$ cat src/rtl/bist_chk_pkg.sv
package bist_chk_pkg;

    localparam int WW       = 10;
    localparam int PRBS_LEN = 15;
    localparam int SEL_W    = 3;

    localparam logic [SEL_W-1:0] SEL_ALL  = 3'd6;
    localparam logic [SEL_W-1:0] SEL_NONE = 3'd7;

    typedef logic [WW-1:0]       word_t;
    typedef logic [PRBS_LEN-1:0] prbs_t;

    typedef enum logic {
        RPT_GROSS = 1'b0,
        RPT_BITS  = 1'b1
    } rpt_mode_e;

    typedef struct packed {
        logic done;
        logic pass;
    } lane_stat_t;

    // Advance the reference history by one word (WW serial steps).
    function automatic prbs_t prbs_adv(prbs_t h);
        prbs_t s;
        s = h;
        for (int i = 0; i < WW; i++) begin
            s = {s[PRBS_LEN-2:0], s[PRBS_LEN-1] ^ s[PRBS_LEN-2]};
        end
        return s;
    endfunction

endpackage

$ cat src/rtl/bist_lane.sv
module bist_lane
    import bist_chk_pkg::*;
#(
    parameter int CNT_W = 16
) (
    input  logic             clk,
    input  logic             rst,
    input  logic             sel_me,
    input  word_t            rx_word,
    input  rpt_mode_e        rpt_mode,
    input  logic [CNT_W-1:0] win_words,
    input  logic [CNT_W-1:0] err_limit,
    output word_t            out_word,
    output logic             on_q,
    output lane_stat_t       stat
);
    prbs_t            hist;
    prbs_t            hist_nx;
    word_t            exp_w;
    word_t            err_v;
    word_t            flags;
    logic             sticky;
    logic             any_err;
    logic [CNT_W-1:0] cnt;
    logic [CNT_W-1:0] cnt_nx;
    logic [CNT_W-1:0] errs;
    logic [CNT_W-1:0] errs_nx;

    always_comb begin
        hist_nx = prbs_adv(hist);
        exp_w   = hist_nx[WW-1:0];
        err_v   = rx_word ^ exp_w;
        any_err = |err_v;
        cnt_nx  = cnt + 1'b1;
        errs_nx = errs + CNT_W'(any_err);
    end

    always_ff @(posedge clk) begin
        if (rst) begin
            on_q   <= 1'b0;
            hist   <= '0;
            flags  <= '0;
            sticky <= 1'b0;
            cnt    <= '0;
            errs   <= '0;
            stat   <= '0;
        end else begin
            on_q <= sel_me;
            if (sel_me && !on_q) begin
                hist   <= prbs_t'(rx_word);
                flags  <= '0;
                sticky <= 1'b0;
                cnt    <= '0;
                errs   <= '0;
                stat   <= '0;
            end else if (sel_me) begin
                hist   <= hist_nx;
                flags  <= err_v;
                sticky <= sticky | any_err;
                if (!stat.done) begin
                    cnt  <= cnt_nx;
                    errs <= errs_nx;
                    if (cnt_nx == win_words) begin
                        stat.done <= 1'b1;
                        stat.pass <= (errs_nx < err_limit);
                    end
                end
            end
        end
    end

    always_comb begin
        if (!on_q)
            out_word = rx_word;
        else if (rpt_mode == RPT_BITS)
            out_word = flags;
        else
            out_word = {WW{sticky}};
    end
endmodule

$ cat config.mk
export PLATFORM = sky130hd
export DESIGN_NAME = bist_lane
export DESIGN_NICKNAME = d
export VERILOG_FILES = /design/src/rtl/bist_chk_pkg.sv /design/src/rtl/bist_lane.sv
export SDC_FILE = /design/constraint.sdc
export NUM_CORES = 1
export LEC_CHECK = 0
export ABC_CLOCK_PERIOD_IN_PS = 10450
export BUFFER_PORTS_ARGS = -buffer_cell sky130_fd_sc_hd__buf_2
export CAP_MARGIN = 20
export CORE_MARGIN = 5
export CORE_UTILIZATION = 50
export CTS_CLUSTER_SIZE = 40
export DETAILED_ROUTE_END_ITERATION = 7
export PLACE_DENSITY = 0.71
export SLEW_MARGIN = 20
export SYNTH_ARGS = -nofsm -noshare
export SYNTH_HDL_FRONTEND = slang
export SYNTH_SLANG_ARGS = --single-unit
$ cat constraint.sdc
create_clock -name clk -period 10.45 [get_ports clk]
set_input_delay 2.09 -clock clk [delete_from_list [all_inputs] [get_ports clk]]
set_output_delay 2.09 -clock clk [all_outputs]
set_load 0.005 [all_outputs]
After elaboration in Yosys (flattened, before gate mapping)
Index checks and enable logic that the tools add are counted.
{"block": "op_classes", "eq_ne": 1, "bitwise_logic": 13, "muxes": 6, "magnitude_cmp": 1, "addsub": 2, "reduce_logical": 7}
{"operator": "2-to-1 mux 10 bit", "n": 4}
{"operator": "adder 16 x 1 -> 16 bit", "n": 1}
{"operator": "adder 16 x 1 -> 16 bit (second input constant)", "n": 1}
{"operator": "equality test 16 bit", "n": 1}
{"operator": "less-than comparator 16 bit", "n": 1}
{"operator": "OR reduction 10 bit", "n": 1}
{"operator": "bitwise XOR 1 bit", "n": 10}
{"operator": "bitwise XOR 10 bit", "n": 1}
{"operator": "2-to-1 mux 2 bit", "n": 2}
{"operator": "AND reduction 3 bit", "n": 1}
{"operator": "AND reduction 2 bit", "n": 1}
{"operator": "nonzero test 2 bit", "n": 1}
{"operator": "OR reduction 2 bit", "n": 1}
{"operator": "logical AND 1 bit", "n": 1}
{"operator": "logical NOT 1 bit", "n": 1}
{"operator": "NOT 1 bit", "n": 1}
{"operator": "bitwise OR 1 bit", "n": 1}
{"block": "word_totals", "output_inout_bits": 13, "elab_cells": 39, "reg_bits": 61}

Depth between registers and ports, before layout
Gate-level depths: netlist (run 1).
{"block": "depth", "word_depth": 7, "depth_mapped": 17}

Worst setup path before layout (run 1)
OpenSTA, ideal clock, no wires.
{"block": "synth_path", "kind": "input to output", "from": "input port rpt_mode", "to": "output port out_word[0]", "required_time_ns": 8.360, "arrival_ns": 2.684, "setup_slack_ns": 5.676, "cell_stages": 3, "cell_sequence": "inv_1 a21oi_1 a21oi_1"}
{"block": "synth_between", "elab_chain_cells": 2}
{"item": "start, declared", "line_no": "bist_lane.sv:10", "rtl": "input rpt_mode_e rpt_mode,"}
{"item": "2-to-1 mux 10 bit", "line_no": "bist_lane.sv:75", "rtl": "else if (rpt_mode == RPT_BITS)"}
{"item": "2-to-1 mux 10 bit", "line_no": "bist_lane.sv:73", "rtl": "if (!on_q)"}
{"item": "end, declared", "line_no": "bist_lane.sv:13", "rtl": "output word_t out_word,"}
No other way between the ends.

Worst setup path after layout (run 1)
Ends and elaborated chain as after synthesis.

==> results of run 1 <==
sequential cells by signal (all words and copies together) (netlist names):
name,flops
cnt,16
hist,15
flags,10
sticky,1
stat,2
on_q,1
errs,16
path summary, 6_finish.rpt:
check                           slack [ps]  cells past startpoint      from     endpoint
worst max register to register        6710                     16   hist[9]      stat[0]
worst max-delay path                  4870                      5  rpt_mode  out_word[0]
worst min register to register         470                      2   errs[0]      errs[0]
worst min-delay path                   470                      2   errs[0]      errs[0]
power by group:
part	leakage, nW	switching [W]	total, W	internal (W)
registers	0.496	0.00000673	0.000246	0.000239
clock network	0.121	0.0000870	0.000252	0.000165
logic	1.22	0.0000396	0.0000727	0.0000331
total	1.83	0.000133	0.000571	0.000437
cell type report:
cell class / count / area share
sequential: 61 / 0.274
timing repair buffer: 59 / 0.0667
clock inverter: 4 / 0.0213
clock buffer: 12 / 0.0325
multi-input combinational: 376 / 0.560
inverter: 20 / 0.0168
tap: 102 / 0.0286
worst reg2reg max path: stages, from the launching register on:
cell	delay, ps
sky130_fd_sc_hd__dfxtp_1	340
sky130_fd_sc_hd__xnor2_1	270
sky130_fd_sc_hd__xnor2_1	220
sky130_fd_sc_hd__nor4_1	110
sky130_fd_sc_hd__nand3_1	140
sky130_fd_sc_hd__ha_1	190
sky130_fd_sc_hd__nand3_1	180
sky130_fd_sc_hd__or3_1	440
sky130_fd_sc_hd__or2_1	270
sky130_fd_sc_hd__xnor2_1	180
sky130_fd_sc_hd__ha_1	280
sky130_fd_sc_hd__a211oi_1	200
sky130_fd_sc_hd__o21ai_0	140
sky130_fd_sc_hd__o211ai_1	100
sky130_fd_sc_hd__a21oi_1	90
sky130_fd_sc_hd__a2111o_1	400
sky130_fd_sc_hd__mux2i_1	130
logic make-up after synthesis:
group / count (synthesis) / synth area share
compound gates: 66 / 0.100
mux: 26 / 0.0665
buf+inv: 43 / 0.0486
flops: 61 / 0.312
xor+xnor: 78 / 0.175
simple gates: 188 / 0.240
fa+ha+maj: 18 / 0.0576
synth_stat cells (all sizes together) (2+ instances only):
cell and count:
nor2 74, dfxtp 61, xnor2 56, nand2 40, a21oi 35, mux2i 26
xor2 22, inv 20, ha 18, nand3 18, o21ai 15, clkbuf 12
buf 11, nand4 11, or3 11, nor4 8, nor3 7, and4 5
and3 4, nor2b 4, a21o 3, a2111oi 2, a31oi 2, nand2b 2
per-stage QoR:
step,cells,hold WS (ps),instance area [um2],utilization
2_1_floorplan,480,437,3910,-
3_3_place_gp,618,447,4220,0.549
3_5_place_dp,618,459,4220,0.549
4_1_cts,634,470,4460,0.580
5_1_grt,634,479,4460,0.580
6_report,634,469,4460,0.580
routing by layer:
layer / share of wire / up-vias / GRT usage
met4: 0.011 / 0 / 0.0483
met1: 0.46 / 1586 / 0.239
met5: 0 / - / 0
met2: 0.49 / 74 / 0.314
li1: - / 1728 / -
met3: 0.037 / 8 / 0.0396
==> metrics, run 1 <==
result of the run=finished clean; Starting Density=0.509; CTS tree=yes; slowest stage delay, CP=730 ps; Pwr Total=0.000571 W; Post-CTS Setup Repair Bufs=0; std cell rows=32; Worst path top cell family by delay=compound AO/OA/AOI/OAI gates; net total in the final layout=591; clock buffers created by TritonCTS=9; count of inserted antenna diode cells=0; Least-Margin Pin Slew=922 ps; post-synthesis to final-layout area growth=14.1%; crit path time final=5580 ps; number of synthesized register bits=61; most instantiated flip-flop cell in the synthesis netlist=sky130_fd_sc_hd__dfxtp_1; Yosys top cell area share=0.312; share of cells above drive strength 1=0.158; DR pass1 iterations=4; via count normalized by instance count=5.36; drt initial violations=158; final setup margin=4870 ps; number of violations of the max-capacitance limit=0; final critical-path share of the clock period=0.534; Post-Synthesis Net Count=544; per-instance average area after synthesis=8.15 um2; cells along the critical path=buf_2 > inv_1 > a21oi_1 > a21oi_1 > buf_2; Critical Path End Type=output pin; width of the die=98.4 um; count of hold buffers inserted by post-cts repair=0; overall die height=98.4 um; number of global-route vias before repair=3388; power density relative to cell area=128 nW/um2; largest vdd supply drop=0.000126 V; Max Fanout on Critical Path=11; post-synthesis cell type count=47; number of antenna violations at the first check in global routing=0; slowest library cell on the worst path=sky130_fd_sc_hd__a21oi_1; All-Layer GR Usage=0.185; min-delay worst type=reg -> reg; gpl congestion=0.844; type of element launching the critical path=input pin; Final Skew=10.7 ps; pin count of the biggest net entering global routing=33; DRC errors left=0; biggest area contributors in the synthesized netlist=sky130_fd_sc_hd__dfxtp_1 31%, sky130_fd_sc_hd__xnor2_1 13%, sky130_fd_sc_hd__nor2_1 7.1%; vias post-DR=3396; Clock Tree Root=sky130_fd_sc_hd__clkbuf_8; core area=7690 um2; final sum of negative setup slack=0 ps; filler instances=728; Seq/Total Area, Yosys=0.312; sum of buffers and inverters on the critical path=3; post-synthesis cell count=480; most frequent standard cell in the layout excluding fill and tap cells=sky130_fd_sc_hd__nor2_1; number of warnings printed during yosys synthesis=0; CP Data Required Time=8360 ps; first-pass GRT wire length=15200 um; number of sinks driven by the clock tree=61; Crit path arrival time=3490 ps; worst relative slew slack=0.386; remaining antenna violation count=0; Clock transition at path regs=70 ps; count of flip-flops with a built-in enable after synthesis=0; final wirelength=8730 um; DP Worst Slack=4900 ps; count of pins over their slew limit=0; Async S/R FF share, synth=0; number of gates given a new drive strength after cts=0; half-perimeter wire length after placement=6570 um; most frequent cells in the layout=74 x sky130_fd_sc_hd__nor2_1, 61 x sky130_fd_sc_hd__dfxtp_1, 58 x sky130_fd_sc_hd__buf_2; total area of sequential cells=1220 um2; Die ar.=9690 um2; Final Hold Vio Count=0; H-tree levels=3; library cell with the largest summed area after synthesis=sky130_fd_sc_hd__dfxtp_1; final setup violation count=0; netlist area before placement=3910 um2; num ports=59; Highest Clock Rate=179 MHz; number of buffers on the longest clock path=2; Remaining Overflow, GRT=0; unrepaired setup endpoints after global routing=no; multi-input combinational cell area=2500 um2; IO Port Bufs=58; insertion delay to the later sink of the worst-skew pair=330 ps; leakage power of the design=1.83 nW; kind of critical path=in -> out; WL/cell=13.8 um
No activity file was read; power rests on OpenSTA's default activity.
==> run 2: changes to the inputs <==
--- a/config.mk
+++ b/config.mk
@@ -5,14 +5,15 @@
 export SDC_FILE = /design/constraint.sdc
 export NUM_CORES = 1
 export LEC_CHECK = 0
-export ABC_CLOCK_PERIOD_IN_PS = 10450
+export ABC_AREA = 1
+export ABC_CLOCK_PERIOD_IN_PS = 4800
 export BUFFER_PORTS_ARGS = -buffer_cell sky130_fd_sc_hd__buf_2
 export CAP_MARGIN = 20
 export CORE_MARGIN = 5
 export CORE_UTILIZATION = 50
 export CTS_CLUSTER_SIZE = 40
 export DETAILED_ROUTE_END_ITERATION = 7
-export PLACE_DENSITY = 0.71
+export PLACE_DENSITY = 0.74
 export SLEW_MARGIN = 20
 export SYNTH_ARGS = -nofsm -noshare
 export SYNTH_HDL_FRONTEND = slang
==> constraint.sdc (replaced) <==
create_clock -name clk -period 4.8 [get_ports clk]
set_input_delay 0.96 -clock clk [delete_from_list [all_inputs] [get_ports clk]]
set_output_delay 0.96 -clock clk [all_outputs]
set_load 0.005 [all_outputs]
==> run 2 against run 1 <==
Net effect: via count grew 22%; wire length grew 14%; synthesized cell count grew 35%; die area grew 4.1%; combinational power grew to 2.8 times the previous value; total power grew 110%; clock skew shrank 4.2 ps; final cell count grew 28%; critical path depth grew 19.
==> metrics, run 2 <==
post-synthesis cell type count=31 (-34%); H-tree levels=3 (unchanged); unrepaired setup endpoints after global routing=no; power density relative to cell area=257 nW/um2 (+100%); Crit path top cell by count=sky130_fd_sc_hd__nand2_1; Async S/R FF share, synth=0 (unchanged); CP Data Required Time=5030 ps (-3330 ps); final sum of negative setup slack=0 ps (unchanged); number of buffers on the longest clock path=2 (unchanged); number of global-route vias before repair=3956 (+17%); number of warnings printed during yosys synthesis=0 (unchanged); gpl congestion=0.876 (+3.9%); clock buffers created by TritonCTS=9 (unchanged); number of violations of the max-capacitance limit=0 (unchanged); via count normalized by instance count=5.10 (-4.7%); Largest regs=cnt: 16 flops, errs: 16 flops, hist: 15 flops; switching power summed over all nets=0.000339 W (+150%); top cell types by occurrence after synthesis=166 x sky130_fd_sc_hd__nand2_1, 110 x sky130_fd_sc_hd__inv_1, 61 x sky130_fd_sc_hd__dfxtp_1, 59 x sky130_fd_sc_hd__o21ai_0, 47 x sky130_fd_sc_hd__a21oi_1; first-pass GRT wire length=16900 um (+11%); drt initial violations=159 (+0.63%); final setup violation count=0 (unchanged); most repeated cell in the gate-level netlist after synthesis=sky130_fd_sc_hd__nand2_1; Final Skew=6.50 ps (-4.20 ps); Clock transition at path regs=70 ps (about the same); number of gates given a new drive strength after cts=0 (unchanged); Final Hold Vio Count=0 (unchanged); share of cells above drive strength 1=0.139 (-0.0193); final wirelength=9990 um (+14%); type of element launching the critical path=input pin; Switching Share=0.284 (+0.0508); multi-input combinational cell area=2370 um2 (-5.0%); sum of buffers and inverters on the critical path=3 (unchanged); count of hold buffers inserted by post-cts repair=0 (unchanged); IO Port Bufs=58 (unchanged); worst reg2reg path endpoint=stat[0]; kind of critical path=in -> reg; pin count of the biggest net entering global routing=39 (+18%); startpoint of the worst-slack reg-to-reg timing path=hist[12]; r2r worst-path depth=25 (+9); overall die height=100 um (+2.0%); post-synthesis cell count=650 (+35%); slowest library cell on the worst path=sky130_fd_sc_hd__ha_1; total area of sequential cells=1220 um2 (unchanged); insertion delay to the later sink of the worst-skew pair=340 ps (about the same); clock network power share=0.360 (-0.081); count of inserted antenna diode cells=0 (unchanged); Internal=0.000853 W (+95%); number of sinks driven by the clock tree=61 (unchanged); All-Layer GR Usage=0.205 (+0.0201); Remaining Overflow, GRT=0 (unchanged); vias post-DR=4144 (+22%); net total in the final layout=767 (+30%); slowest stage delay, CP=290 ps (-440 ps); remaining antenna violation count=0 (unchanged); relative contribution of sequential cells to total power=0.467 (+0.036); core area=8090 um2 (+5.3%); post-synthesis to final-layout area growth=13.4%; Starting Density=0.506 (-0.00322); Crit path arrival time=3880 ps (+390 ps); combinational power share=0.173 (+0.046); largest vdd supply drop=0.000167 V (+33%); Post-CTS Setup Repair Bufs=0 (unchanged); num ports=59 (unchanged); Clock Tree Root=sky130_fd_sc_hd__clkbuf_8; WL/cell=12.3 um (-11%); Worst path top cell family by delay=simple AND/OR/NAND/NOR gates; filler instances=824 (+13%); per-instance average area after synthesis=6.29 um2 (-23%); number of antenna violations at the first check in global routing=0 (unchanged); Highest Clock Rate=274 MHz; Post-Synthesis Net Count=714 (+31%); total stage count of the critical path=24 (+19); most frequent cells in the layout=166 x sky130_fd_sc_hd__nand2_1, 110 x sky130_fd_sc_hd__inv_1, 61 x sky130_fd_sc_hd__dfxtp_1; std cell rows=33 (+3.1%); most instantiated flip-flop cell in the synthesis netlist=sky130_fd_sc_hd__dfxtp_1; count of pins over their slew limit=0 (unchanged); DR pass1 iterations=5 (+1); half-perimeter wire length after placement=7480 um (+14%); result of the run=finished clean; worst relative slew slack=0.498 (+0.112); worst setup path endpoint=stat[0]; most frequent standard cell in the layout excluding fill and tap cells=sky130_fd_sc_hd__nand2_1; Least-Margin Pin Slew=752 ps (-169 ps); Die ar.=10100 um2 (+4.1%); DRC errors left=0 (unchanged); leakage power of the design=2.35 nW (+28%); count of flip-flops with a built-in enable after synthesis=0 (unchanged); width of the die=100 um (+2.0%); flop2flop setup slack=1200 ps (-5510 ps); Critical Path Source=rx_word[7]; Critical Path End Type=flip-flop; min-delay worst type=reg -> reg; cells along the critical path=buf_2 > xnor2_1 > nor4_1 > nand3_1 > ha_1 > nand3_1 > nor2_1 > nand2_1 > nor3_1 > nand4_1 > nor2_1 > nand2_1 > xor2_1 > inv_1 > ha_1 > nand2_1 > inv_1 > nand3_1 > nor3_1 > nand2_1 > nand2_1 > nand4_1 > nand2_1 > nor2_1; final critical-path share of the clock period=0.760; CTS tree=yes; biggest area contributors in the synthesized netlist=sky130_fd_sc_hd__dfxtp_1 30%, sky130_fd_sc_hd__nand2_1 15%, sky130_fd_sc_hd__inv_1 10%; library cell with the largest summed area after synthesis=sky130_fd_sc_hd__dfxtp_1; hold slack final=460 ps (-8.23 ps); number of synthesized register bits=61 (unchanged); Yosys top cell area share=0.298 (-0.0137); Seq/Total Area, Yosys=0.298 (-0.0137); netlist area before placement=4090 um2 (+4.6%); crit path time final=3650 ps; Max Fanout on Critical Path=4 (-7)
[run 2: changes by cell type in the layout (fill, tap and decap cells not counted), moves of 11 or more]
cell,delta
sky130_fd_sc_hd__mux2i_1,-26
sky130_fd_sc_hd__inv_1,+90
sky130_fd_sc_hd__nor2_1,-41
sky130_fd_sc_hd__xnor2_1,-45
sky130_fd_sc_hd__xor2_1,-11
sky130_fd_sc_hd__a21oi_1,+12
sky130_fd_sc_hd__nand3_1,+28
sky130_fd_sc_hd__nand2_1,+126
sky130_fd_sc_hd__o21ai_0,+44
[run 2: cell families after synthesis]
logic type / synth area share
buf+inv: 0.122
fa+ha+maj: 0.0550
flops: 0.298
xor+xnor: 0.0471
compound gates: 0.172
simple gates: 0.306
[run 2: layout make-up]
class | instances | area share
Multi-Input combinational cell | 457 | 0.512
Sequential cell | 61 | 0.263
Inverter | 113 | 0.0914
Timing Repair Buffer | 61 | 0.0674
Clock buffer | 13 | 0.0299
Tap cell | 105 | 0.0283
Clock inverter | 2 | 0.00755
[run 2: how the worst min path moves through the flow]
stage | end | slack [ps] | depth (start not counted) | startpoint
after floorplan | sticky | 430 | 2 | sticky
after global placement | sticky | 440 | 2 | sticky
after detailed placement | sticky | 450 | 2 | sticky
after CTS | sticky | 460 | 2 | sticky
after global routing | sticky | 460 | 2 | sticky
final | sticky | 460 | 2 | sticky
[run 2: power groups by stage]
stage / combinational, W / sequential [W] / clock, W
finish: 0.000206 / 0.000557 / 0.000429
floorplan: 0.000147 / 0.000559 / 0
CTS: 0.000207 / 0.000557 / 0.000439
global route: 0.000237 / 0.000560 / 0.000466
global placement: 0.000200 / 0.000567 / 0
detailed placement: 0.000206 / 0.000568 / 0
[run 2: metrics by stage]
step | power (W) | setup slack [ps] | cells | cell area [um2] | utilization
final | 0.00119 | 1150 | 812 | 4640 | 0.573
after global routing | 0.00126 | 772 | 812 | 4640 | 0.573
after CTS | 0.00120 | 1150 | 812 | 4640 | 0.573
after detailed placement | 0.000773 | 811 | 797 | 4460 | 0.552
after global placement | 0.000766 | 891 | 797 | 4460 | 0.552
after floorplan | 0.000706 | 1330 | 650 | 4090 | -
[run 2: metal layers]
| metal | wire [um] | global-route usage |
|---|---|---|
| met3 | 557 | 0.0478 |
| met2 | 4890 | 0.358 |
| met4 | 127 | 0.0560 |
| met5 | 0 | 0 |
| met1 | 4410 | 0.253 |
[run 2: worst reg2reg max path: stages, from the launching register on]
cell and delay (ps):
sky130_fd_sc_hd__dfxtp_1 360, sky130_fd_sc_hd__or2_2 320, sky130_fd_sc_hd__nand2_1 100, sky130_fd_sc_hd__xnor2_1 140, sky130_fd_sc_hd__nor2_1 80, sky130_fd_sc_hd__nand3_1 120, sky130_fd_sc_hd__ha_1 190, sky130_fd_sc_hd__nand3_1 100
sky130_fd_sc_hd__nor2_1 230, sky130_fd_sc_hd__nand2_1 130, sky130_fd_sc_hd__nor3_1 210, sky130_fd_sc_hd__nand4_1 140, sky130_fd_sc_hd__nor2_1 120, sky130_fd_sc_hd__nand2_1 70, sky130_fd_sc_hd__xor2_1 170, sky130_fd_sc_hd__inv_1 60
sky130_fd_sc_hd__ha_1 290, sky130_fd_sc_hd__nand2_1 60, sky130_fd_sc_hd__inv_1 50, sky130_fd_sc_hd__nand3_1 80, sky130_fd_sc_hd__nor3_1 150, sky130_fd_sc_hd__nand2_1 70, sky130_fd_sc_hd__nand2_1 60, sky130_fd_sc_hd__nand4_1 90
sky130_fd_sc_hd__nand2_1 70, sky130_fd_sc_hd__nor2_1 40
